[src/rtl/seqdet_pkg.sv]
package seqdet_pkg;

   // Selects whether the alternative pattern takes part in matching.
   typedef enum logic [0:0] {
      MATCH_PRIMARY_ONLY = 1'b0,
      MATCH_EITHER       = 1'b1
   } alt_mode_e;

   // Upper bound on the window length accepted by the block.
   localparam int unsigned SEQDET_MAX_WIN = 64;

   // Count of bits needed to hold a value up to n inclusive.
   function automatic int unsigned cnt_width(input int unsigned n);
      return (n < 2) ? 1 : $clog2(n + 1);
   endfunction

endpackage

[src/rtl/seqdet_hist.sv]
// Serial history: stage 0 holds x(t-1), stage HIST_LEN-1 holds the oldest bit.
module seqdet_hist #(
   parameter int unsigned HIST_LEN = 11
) (
   input  logic                clk_i,
   input  logic                rst_i,
   input  logic                x_i,
   output logic [HIST_LEN-1:0] hist_o
);

   logic [HIST_LEN-1:0] stage_q;

   genvar g;
   generate
      for (g = 0; g < HIST_LEN; g++) begin : g_stage
         logic feed;
         if (g == 0) begin : g_head
            assign feed = x_i;
         end else begin : g_body
            assign feed = stage_q[g-1];
         end
         always_ff @(posedge clk_i) begin
            if (rst_i) stage_q[g] <= 1'b0;
            else       stage_q[g] <= feed;
         end
      end
   endgenerate

   assign hist_o = stage_q;

endmodule

[src/rtl/seqdet_fill.sv]
// Saturating count of shifts since reset; flags when the history is full.
module seqdet_fill #(
   parameter int unsigned HIST_LEN = 11
) (
   input  logic clk_i,
   input  logic rst_i,
   output logic filled_o
);
   import seqdet_pkg::*;

   localparam int unsigned CW = cnt_width(HIST_LEN);
   localparam logic [CW-1:0] FULL = CW'(HIST_LEN);

   logic [CW-1:0] cnt_q;

   always_ff @(posedge clk_i) begin
      if (rst_i)              cnt_q <= '0;
      else if (cnt_q != FULL) cnt_q <= cnt_q + 1'b1;
   end

   assign filled_o = (cnt_q == FULL);

endmodule

[src/rtl/seqdet_match.sv]
// Masked window compare against one or two value/care rules.
module seqdet_match
   import seqdet_pkg::*;
#(
   parameter int unsigned          WIN_LEN  = 12,
   parameter logic [WIN_LEN-1:0]   PRI_VAL  = '0,
   parameter logic [WIN_LEN-1:0]   PRI_CARE = '0,
   parameter alt_mode_e            ALT_MODE = MATCH_EITHER,
   parameter logic [WIN_LEN-1:0]   ALT_VAL  = '0,
   parameter logic [WIN_LEN-1:0]   ALT_CARE = '0
) (
   input  logic [WIN_LEN-1:0] win_i,
   output logic               hit_o
);

   logic [WIN_LEN-1:0] pri_ok;
   logic               pri_hit;

   genvar k;
   generate
      for (k = 0; k < WIN_LEN; k++) begin : g_pri_bit
         if (PRI_CARE[k]) begin : g_cmp
            assign pri_ok[k] = (win_i[k] == PRI_VAL[k]);
         end else begin : g_dc
            assign pri_ok[k] = 1'b1;
         end
      end
   endgenerate

   assign pri_hit = &pri_ok;

   generate
      if (ALT_MODE == MATCH_EITHER) begin : g_alt
         logic [WIN_LEN-1:0] alt_ok;
         for (k = 0; k < WIN_LEN; k++) begin : g_alt_bit
            if (ALT_CARE[k]) begin : g_cmp
               assign alt_ok[k] = (win_i[k] == ALT_VAL[k]);
            end else begin : g_dc
               assign alt_ok[k] = 1'b1;
            end
         end
         assign hit_o = pri_hit | (&alt_ok);
      end else begin : g_single
         assign hit_o = pri_hit;
      end
   endgenerate

endmodule

[src/rtl/masked_seq_detector.sv]
// Window bit k is x(t-k): bit 0 is the live input, bits 1.. come from history.
module masked_seq_detector
   import seqdet_pkg::*;
#(
   parameter int unsigned        WIN_LEN  = 12,
   parameter logic [WIN_LEN-1:0] PRI_VAL  = 12'h953,
   parameter logic [WIN_LEN-1:0] PRI_CARE = 12'hFDB,
   parameter alt_mode_e          ALT_MODE = MATCH_EITHER,
   parameter logic [WIN_LEN-1:0] ALT_VAL  = 12'h903,
   parameter logic [WIN_LEN-1:0] ALT_CARE = 12'hF5B
) (
   input  logic clk_i,
   input  logic rst_i,
   input  logic x_i,
   output logic z_o
);

   localparam int unsigned HIST_LEN = WIN_LEN - 1;

   generate
      if (WIN_LEN < 2 || WIN_LEN > SEQDET_MAX_WIN) begin : g_bad_len
         $error("masked_seq_detector: WIN_LEN out of range");
      end
      if ((PRI_VAL & ~PRI_CARE) != '0) begin : g_bad_pri
         $error("masked_seq_detector: primary value set under a don't-care");
      end
      if (ALT_MODE == MATCH_EITHER && (ALT_VAL & ~ALT_CARE) != '0) begin : g_bad_alt
         $error("masked_seq_detector: alternative value set under a don't-care");
      end
   endgenerate

   logic [HIST_LEN-1:0] hist_q;
   logic [WIN_LEN-1:0]  window;
   logic                hit;
   logic                filled;

   seqdet_hist #(.HIST_LEN(HIST_LEN)) u_hist (
      .clk_i  (clk_i),
      .rst_i  (rst_i),
      .x_i    (x_i),
      .hist_o (hist_q)
   );

   seqdet_fill #(.HIST_LEN(HIST_LEN)) u_fill (
      .clk_i    (clk_i),
      .rst_i    (rst_i),
      .filled_o (filled)
   );

   assign window = {hist_q, x_i};

   seqdet_match #(
      .WIN_LEN  (WIN_LEN),
      .PRI_VAL  (PRI_VAL),
      .PRI_CARE (PRI_CARE),
      .ALT_MODE (ALT_MODE),
      .ALT_VAL  (ALT_VAL),
      .ALT_CARE (ALT_CARE)
   ) u_match (
      .win_i (window),
      .hit_o (hit)
   );

   assign z_o = hit & filled & ~rst_i;

endmodule

[config.mk]
export PLATFORM = sky130hd
export DESIGN_NAME = masked_seq_detector
export DESIGN_NICKNAME = d
export VERILOG_FILES = /design/src/rtl/seqdet_pkg.sv /design/src/rtl/seqdet_hist.sv /design/src/rtl/seqdet_fill.sv /design/src/rtl/seqdet_match.sv /design/src/rtl/masked_seq_detector.sv
export SDC_FILE = /design/constraint.sdc
export NUM_CORES = 1
export LEC_CHECK = 0
export CAP_MARGIN = 5
export CORE_AREA = 2 2 41 43
export DETAILED_ROUTE_END_ITERATION = 7
export DIE_AREA = 0 0 43 45
export DONT_BUFFER_PORTS = 1
export GPL_TIMING_DRIVEN = 0
export PLACE_DENSITY = 0.5
export SYNTH_ARGS = -nofsm -noshare
export SYNTH_HDL_FRONTEND = slang
export SYNTH_SLANG_ARGS = --single-unit
[constraint.sdc]
create_clock -name clk_i -period 3.1 [get_ports clk_i]
set_input_delay 0.62 -clock clk_i [delete_from_list [all_inputs] [get_ports clk_i]]
set_output_delay 0.62 -clock clk_i [all_outputs]
set_load 0.03 [all_outputs]
Yosys cells after proc, flatten, opt, wreduce, memory -nomap -nowiden
Index checks and enable logic that the tools add are counted.
Widths: inputs -> output; s select.
- register bits: 15
- input bits: 3
- output and inout bits: 1
- logic and storage cells: 27
- add/subtract/negate cells: 1
- equality and inequality tests: 2
- bitwise logic cells: 10
- reduce and logical (&&, ||, !) cells: 2
- operators by type and width (cell ; number):
    $reduce_and 10->1 ; 1
    $reduce_and 9->1 ; 1
    $not 1->1 ; 7
    $add 4x1->4 const B ; 1
    $eq 4x4->1 const B ; 1
    $ne 4x4->1 const B ; 1
    $and 1x1->1 ; 2
    $or 1x1->1 ; 1

Longest topological paths before layout
Gate-level depths: netlist (run 1).
- depth after elaboration: 5
- depth in mapped cells: 4
- mapped depth without buffers: 4

Modules after synthesis
A second synthesis (run 1) with hierarchy kept.
- cells, all modules: 58
- area, all modules: 659.4 um2
- by module, submodules not included (module ; instances ; cells an instance ; area each (um2) ; seq. area each (um2)):
    seqdet_hist ; 1 ; 33 ; 412.9 ; 220.2
    seqdet_fill ; 1 ; 19 ; 196.4 ; 80.1
    seqdet_match ; 1 ; 5 ; 41.3 ; 0.0
    masked_seq_detector ; 1 ; 1 ; 8.8 ; 0.0

Least setup slack after synthesis (run 1)
Ideal clock, no wire load.
- path type: register to output
- from: reg u_hist.stage_q[9], in the netlist u_hist.g_stage[10].feed
- to: out z_o
- arrival time: 1469 ps
- data required time: 2480 ps
- setup slack: 1011 ps
- stages on the path, launching flop included: 3
- path buffers: 0
- cell sequence: dfxtp_1 -> or4b_4 -> nor4_2
- word-level cells in the longest chain between the ends: 5
- elaborated cells between the ends (all ways): 6
- RTL lines (element ; RTL line ; RTL):
    start: declaration ; seqdet_hist.sv:11 ; logic [HIST_LEN-1:0] stage_q;
    start signal: indexed assignment ; seqdet_hist.sv:23 ; if (rst_i) stage_q[g] <= 1'b0;
    start signal: indexed assignment ; seqdet_hist.sv:24 ; else stage_q[g] <= feed;
    $not 1->1 (*) ; seqdet_match.sv:23, seqdet_match.sv:37 ;
    $reduce_and 10->1 / $reduce_and 9->1 (equally long branches) ; seqdet_match.sv:30, seqdet_match.sv:42 ;
    $or 1x1->1 (*) ; seqdet_match.sv:42 ; assign hit_o = pri_hit | (&alt_ok);
    $and 1x1->1 (*) (2 in series) ; masked_seq_detector.sv:64 ; assign z_o = hit & filled & ~rst_i;
    end: declaration ; masked_seq_detector.sv:15 ; output logic z_o
Every way passes the cells marked *; elsewhere a longest branch is shown, timed or not.

Final worst setup path (run 1)
- from: reg u_fill.cnt_q[0]
- to: out z_o
- word-level cells in the longest chain between the ends: 3
- RTL lines (element ; RTL line ; RTL):
    start: declaration ; seqdet_fill.sv:14 ; logic [CW-1:0] cnt_q;
    start signal: assignment ; seqdet_fill.sv:18 ; else if (cnt_q != FULL) cnt_q <= cnt_q + 1'b1;
    $eq 4x4->1 ; seqdet_fill.sv:21 ; assign filled_o = (cnt_q == FULL);
    $and 1x1->1 (2 in series) ; masked_seq_detector.sv:64 ;
Every way passes these cells.

==> results of run 1 <==
## state kept, by name (all words and copies together), names as in the netlist
name and count:
u_fill.cnt_q 4, u_hist.g_stage.feed 10, u_hist.hist_o 1
## cells by family after synthesis
logic type,after synthesis,synth area share (%)
adder cells (fa/ha/maj),1,2.49
buffers and inverters,1,0.746
multiplexers,2,3.98
AO/OA/AOI/OAI,1,0.994
XOR/XNOR,2,3.48
AND/OR/NAND/NOR,23,28.6
flip-flops,15,59.7
## area by class of cell
class	instances	area (sq um)
fillers	150	921
flip-flops and latches	15	300
multi-input cells	29	199
clock buffers	3	22.5
well taps	16	20.0
clock inverters	1	5.00
plain buffers	1	3.75
## power breakdown
part	total [W]	internal [W]	switching, W
clock network	0.000107	0.0000478	0.0000596
registers	0.000202	0.000198	0.00000396
logic	0.0000124	0.00000614	0.00000626
total	0.000322	0.000252	0.0000698
## how the worst max path moves through the flow
| stage | start | endpoint | slack (ns) |
|---|---|---|---|
| after CTS | u_fill.cnt_q[0]$_SDFFE_PP0P_ | z_o | 0.64 |
| after floorplan | u_hist.g_stage[10].feed$_SDFF_PP0_ | z_o | 1.01 |
| after global routing | u_fill.cnt_q[0]$_SDFFE_PP0P_ | z_o | 0.59 |
| after global placement | rst_i | z_o | 0.93 |
| after detailed placement | rst_i | z_o | 0.92 |
| final | u_fill.cnt_q[0]$_SDFFE_PP0P_ | z_o | 0.66 |
## per-layer routing
metal	up-vias	GRT usage, %	routed length (microns)
met5	-	0	0
met4	0	7.27	0
met3	0	3.60	37
met2	4	15.5	368
met1	143	10.9	362
li1	157	-	-
## per-stage QoR
stage / power (W) / util, %
2_1_floorplan: 0.000215 / -
3_3_place_gp: 0.000217 / 35.5
3_5_place_dp: 0.000219 / 35.5
4_1_cts: 0.000327 / 37.4
5_1_grt: 0.000338 / 37.4
6_report: 0.000322 / 37.4
## cell usage in the layout (no fill, tap or decap), drive strengths merged
master,instances
xnor2,1
clkbuf,4
a21oi,1
xor2,1
nor2,6
clkinv,1
nor2b,12
dfxtp,15
nor4,1
nand3b,1
ha,1
mux2i,2
or4b,1
nand3,2
==> impl_metrics.env, run 1 <==
export IMPL_slew_headroom_pct=49.5
export IMPL_fin_ws_ns=0.665
export IMPL_dr_pass1_iters=2
export IMPL_synthTopCellsByArea="dfxtp_1 (60%), nor2b_1 (14%), nor2_1 (4.5%)"
export IMPL_synth_edf_count=0
export IMPL_die_y_microns=45
export IMPL_tns_ns=0
export IMPL_holdPathEnd="u_hist.g_stage[7].feed$_SDFF_PP0_"
export IMPL_io_pin_count=4
export IMPL_grt_pass1_wl_microns=1320
export IMPL_crit_required_ns=2.48
export IMPL_syn_avg_cell_area_sq_um=11.2
export IMPL_max_stage_delay_ns=0.74
export IMPL_cp_depth=3
export IMPL_synth_seq_cells=15
export IMPL_worstPathCellList="ha_1 > nand3b_1 > nor4_2"
export IMPL_first_global_vias=329
export IMPL_die_area_sq_um=1940
export IMPL_slowest_stage="nor4_2"
export IMPL_drt_iter0_drc=1
export IMPL_vdd_drop_max_mv=0.190
export IMPL_rows=14
export IMPL_post_route_period_util_pct=78.6
export IMPL_worst_slew_pin_slew_ns=0.751
export IMPL_fin_area_sq_um=551
export IMPL_outcome="complete, no violations"
export IMPL_ys_types=14
export IMPL_r2r_cells=4
export IMPL_syn_to_final_growth_pct=9.45
export IMPL_yosysMostFrequentCell="dfxtp_1"
export IMPL_initial_core_util_pct=34.2
export IMPL_hold_buffers=0
export IMPL_diodes=0
export IMPL_vias=304
export IMPL_critical_path_class="flop to output port"
export IMPL_crit_arrival_ns=1.82
export IMPL_placed_cell_area_sq_um=523
export IMPL_routed_wl_microns=768
export IMPL_clkSlewWorstSetupHoldPaths_ns=0.09
export IMPL_clock_latency_ns=0.28
export IMPL_grt_max_degree=11
export IMPL_cp_start_kind="flop"
export IMPL_netlist_area_sq_um=503
export IMPL_wl_per_cell_microns=11.8
export IMPL_viasPerCell=4.68
export IMPL_track_usage_pct=9.79
export IMPL_gp_congestion=0.718
export IMPL_drcViolationCount=0
export IMPL_holdCritPathClass="input port to flop"
export IMPL_finalClockSkew_ns=0.00520
export IMPL_async_flop_share_pct=0
export IMPL_synth_flop_cell="dfxtp_1"
export IMPL_crit_buf_inv=0
export IMPL_setup_violations=0
export IMPL_r2r_end="u_fill.cnt_q[1]$_SDFFE_PP0P_"
export IMPL_synthCells=45
export IMPL_yosys_area_top_type="dfxtp_1"
export IMPL_core_sq_um=1470
export IMPL_crit_fanout=3
export IMPL_syn_num_nets=49
export IMPL_hold_ws_ns=0.403
export IMPL_antenna_found_initial=0
export IMPL_seq_area_frac_synth_pct=59.7
export IMPL_clockBufferDepth=2
export IMPL_ys_warnings_count=0
export IMPL_cts_resized=0
export IMPL_dp_cells=61
export IMPL_cts_buffers=3
export IMPL_die_x_microns=43
export IMPL_dp_slack_ns=0.920
export IMPL_drive_gt1_share_pct=14.3
export IMPL_whs_path_depth=1
export IMPL_hpwlAfterDp_microns=565
export IMPL_cts_tree="built"
export IMPL_p_leak_nw=0.214
export IMPL_globalRouteOverflowTotal=0
export IMPL_fmax_ghz=0.411
export IMPL_finalNonFillerCells=65
export IMPL_hold_violations=0
export IMPL_rsz0062_at_grt="no"
export IMPL_cts_root_buffer="clkbuf_4"
export IMPL_ant_nets=0
export IMPL_htree_levels=1
export IMPL_clock_sinks=15
export IMPL_synth_top_cells_by_count="dfxtp_1 (15), nor2b_1 (11), nor2_1 (6)"
export IMPL_r2r_start="u_fill.cnt_q[0]$_SDFFE_PP0P_"
export IMPL_yosysTopAreaCellShare_pct=59.7
export IMPL_cts_post_setup_buffers_inserted=0
export IMPL_p_per_area_nw_per_um2=585
export IMPL_drv_cap=0
export IMPL_r2r_slack_ns=1.92
export IMPL_nets=54
export IMPL_min_period_ns=2.44
export IMPL_portBuffers=0
export IMPL_cp_top_family="simple AND/OR/NAND/NOR gates"
export IMPL_hp_start="rst_i"
export IMPL_slew_viol_final=0
export IMPL_worstSetupEndpointType="output port"
Power figures use the tool's default switching activity.
==> inputs of run 2 (changes only) <==
==> constraint.sdc (replaced) <==
create_clock -name clk_i -period 2.45 [get_ports clk_i]
set_input_delay 0.49 -clock clk_i [delete_from_list [all_inputs] [get_ports clk_i]]
set_output_delay 0.49 -clock clk_i [all_outputs]
set_load 0.03 [all_outputs]
==> results of run 2 <==
The final DEF is identical to that of run 1. Status: complete, no violations.
Among the figures that moved: setup slack after placement 0.920 ns -> 0.445 ns; setup slack after layout 0.665 ns -> 0.145 ns; hold slack 0.403 ns -> 0.273 ns; register-to-register setup slack 1.92 ns -> 1.27 ns; total power 0.000322 W -> 0.000407 W; worst IR drop on VDD 0.190 mV -> 0.240 mV
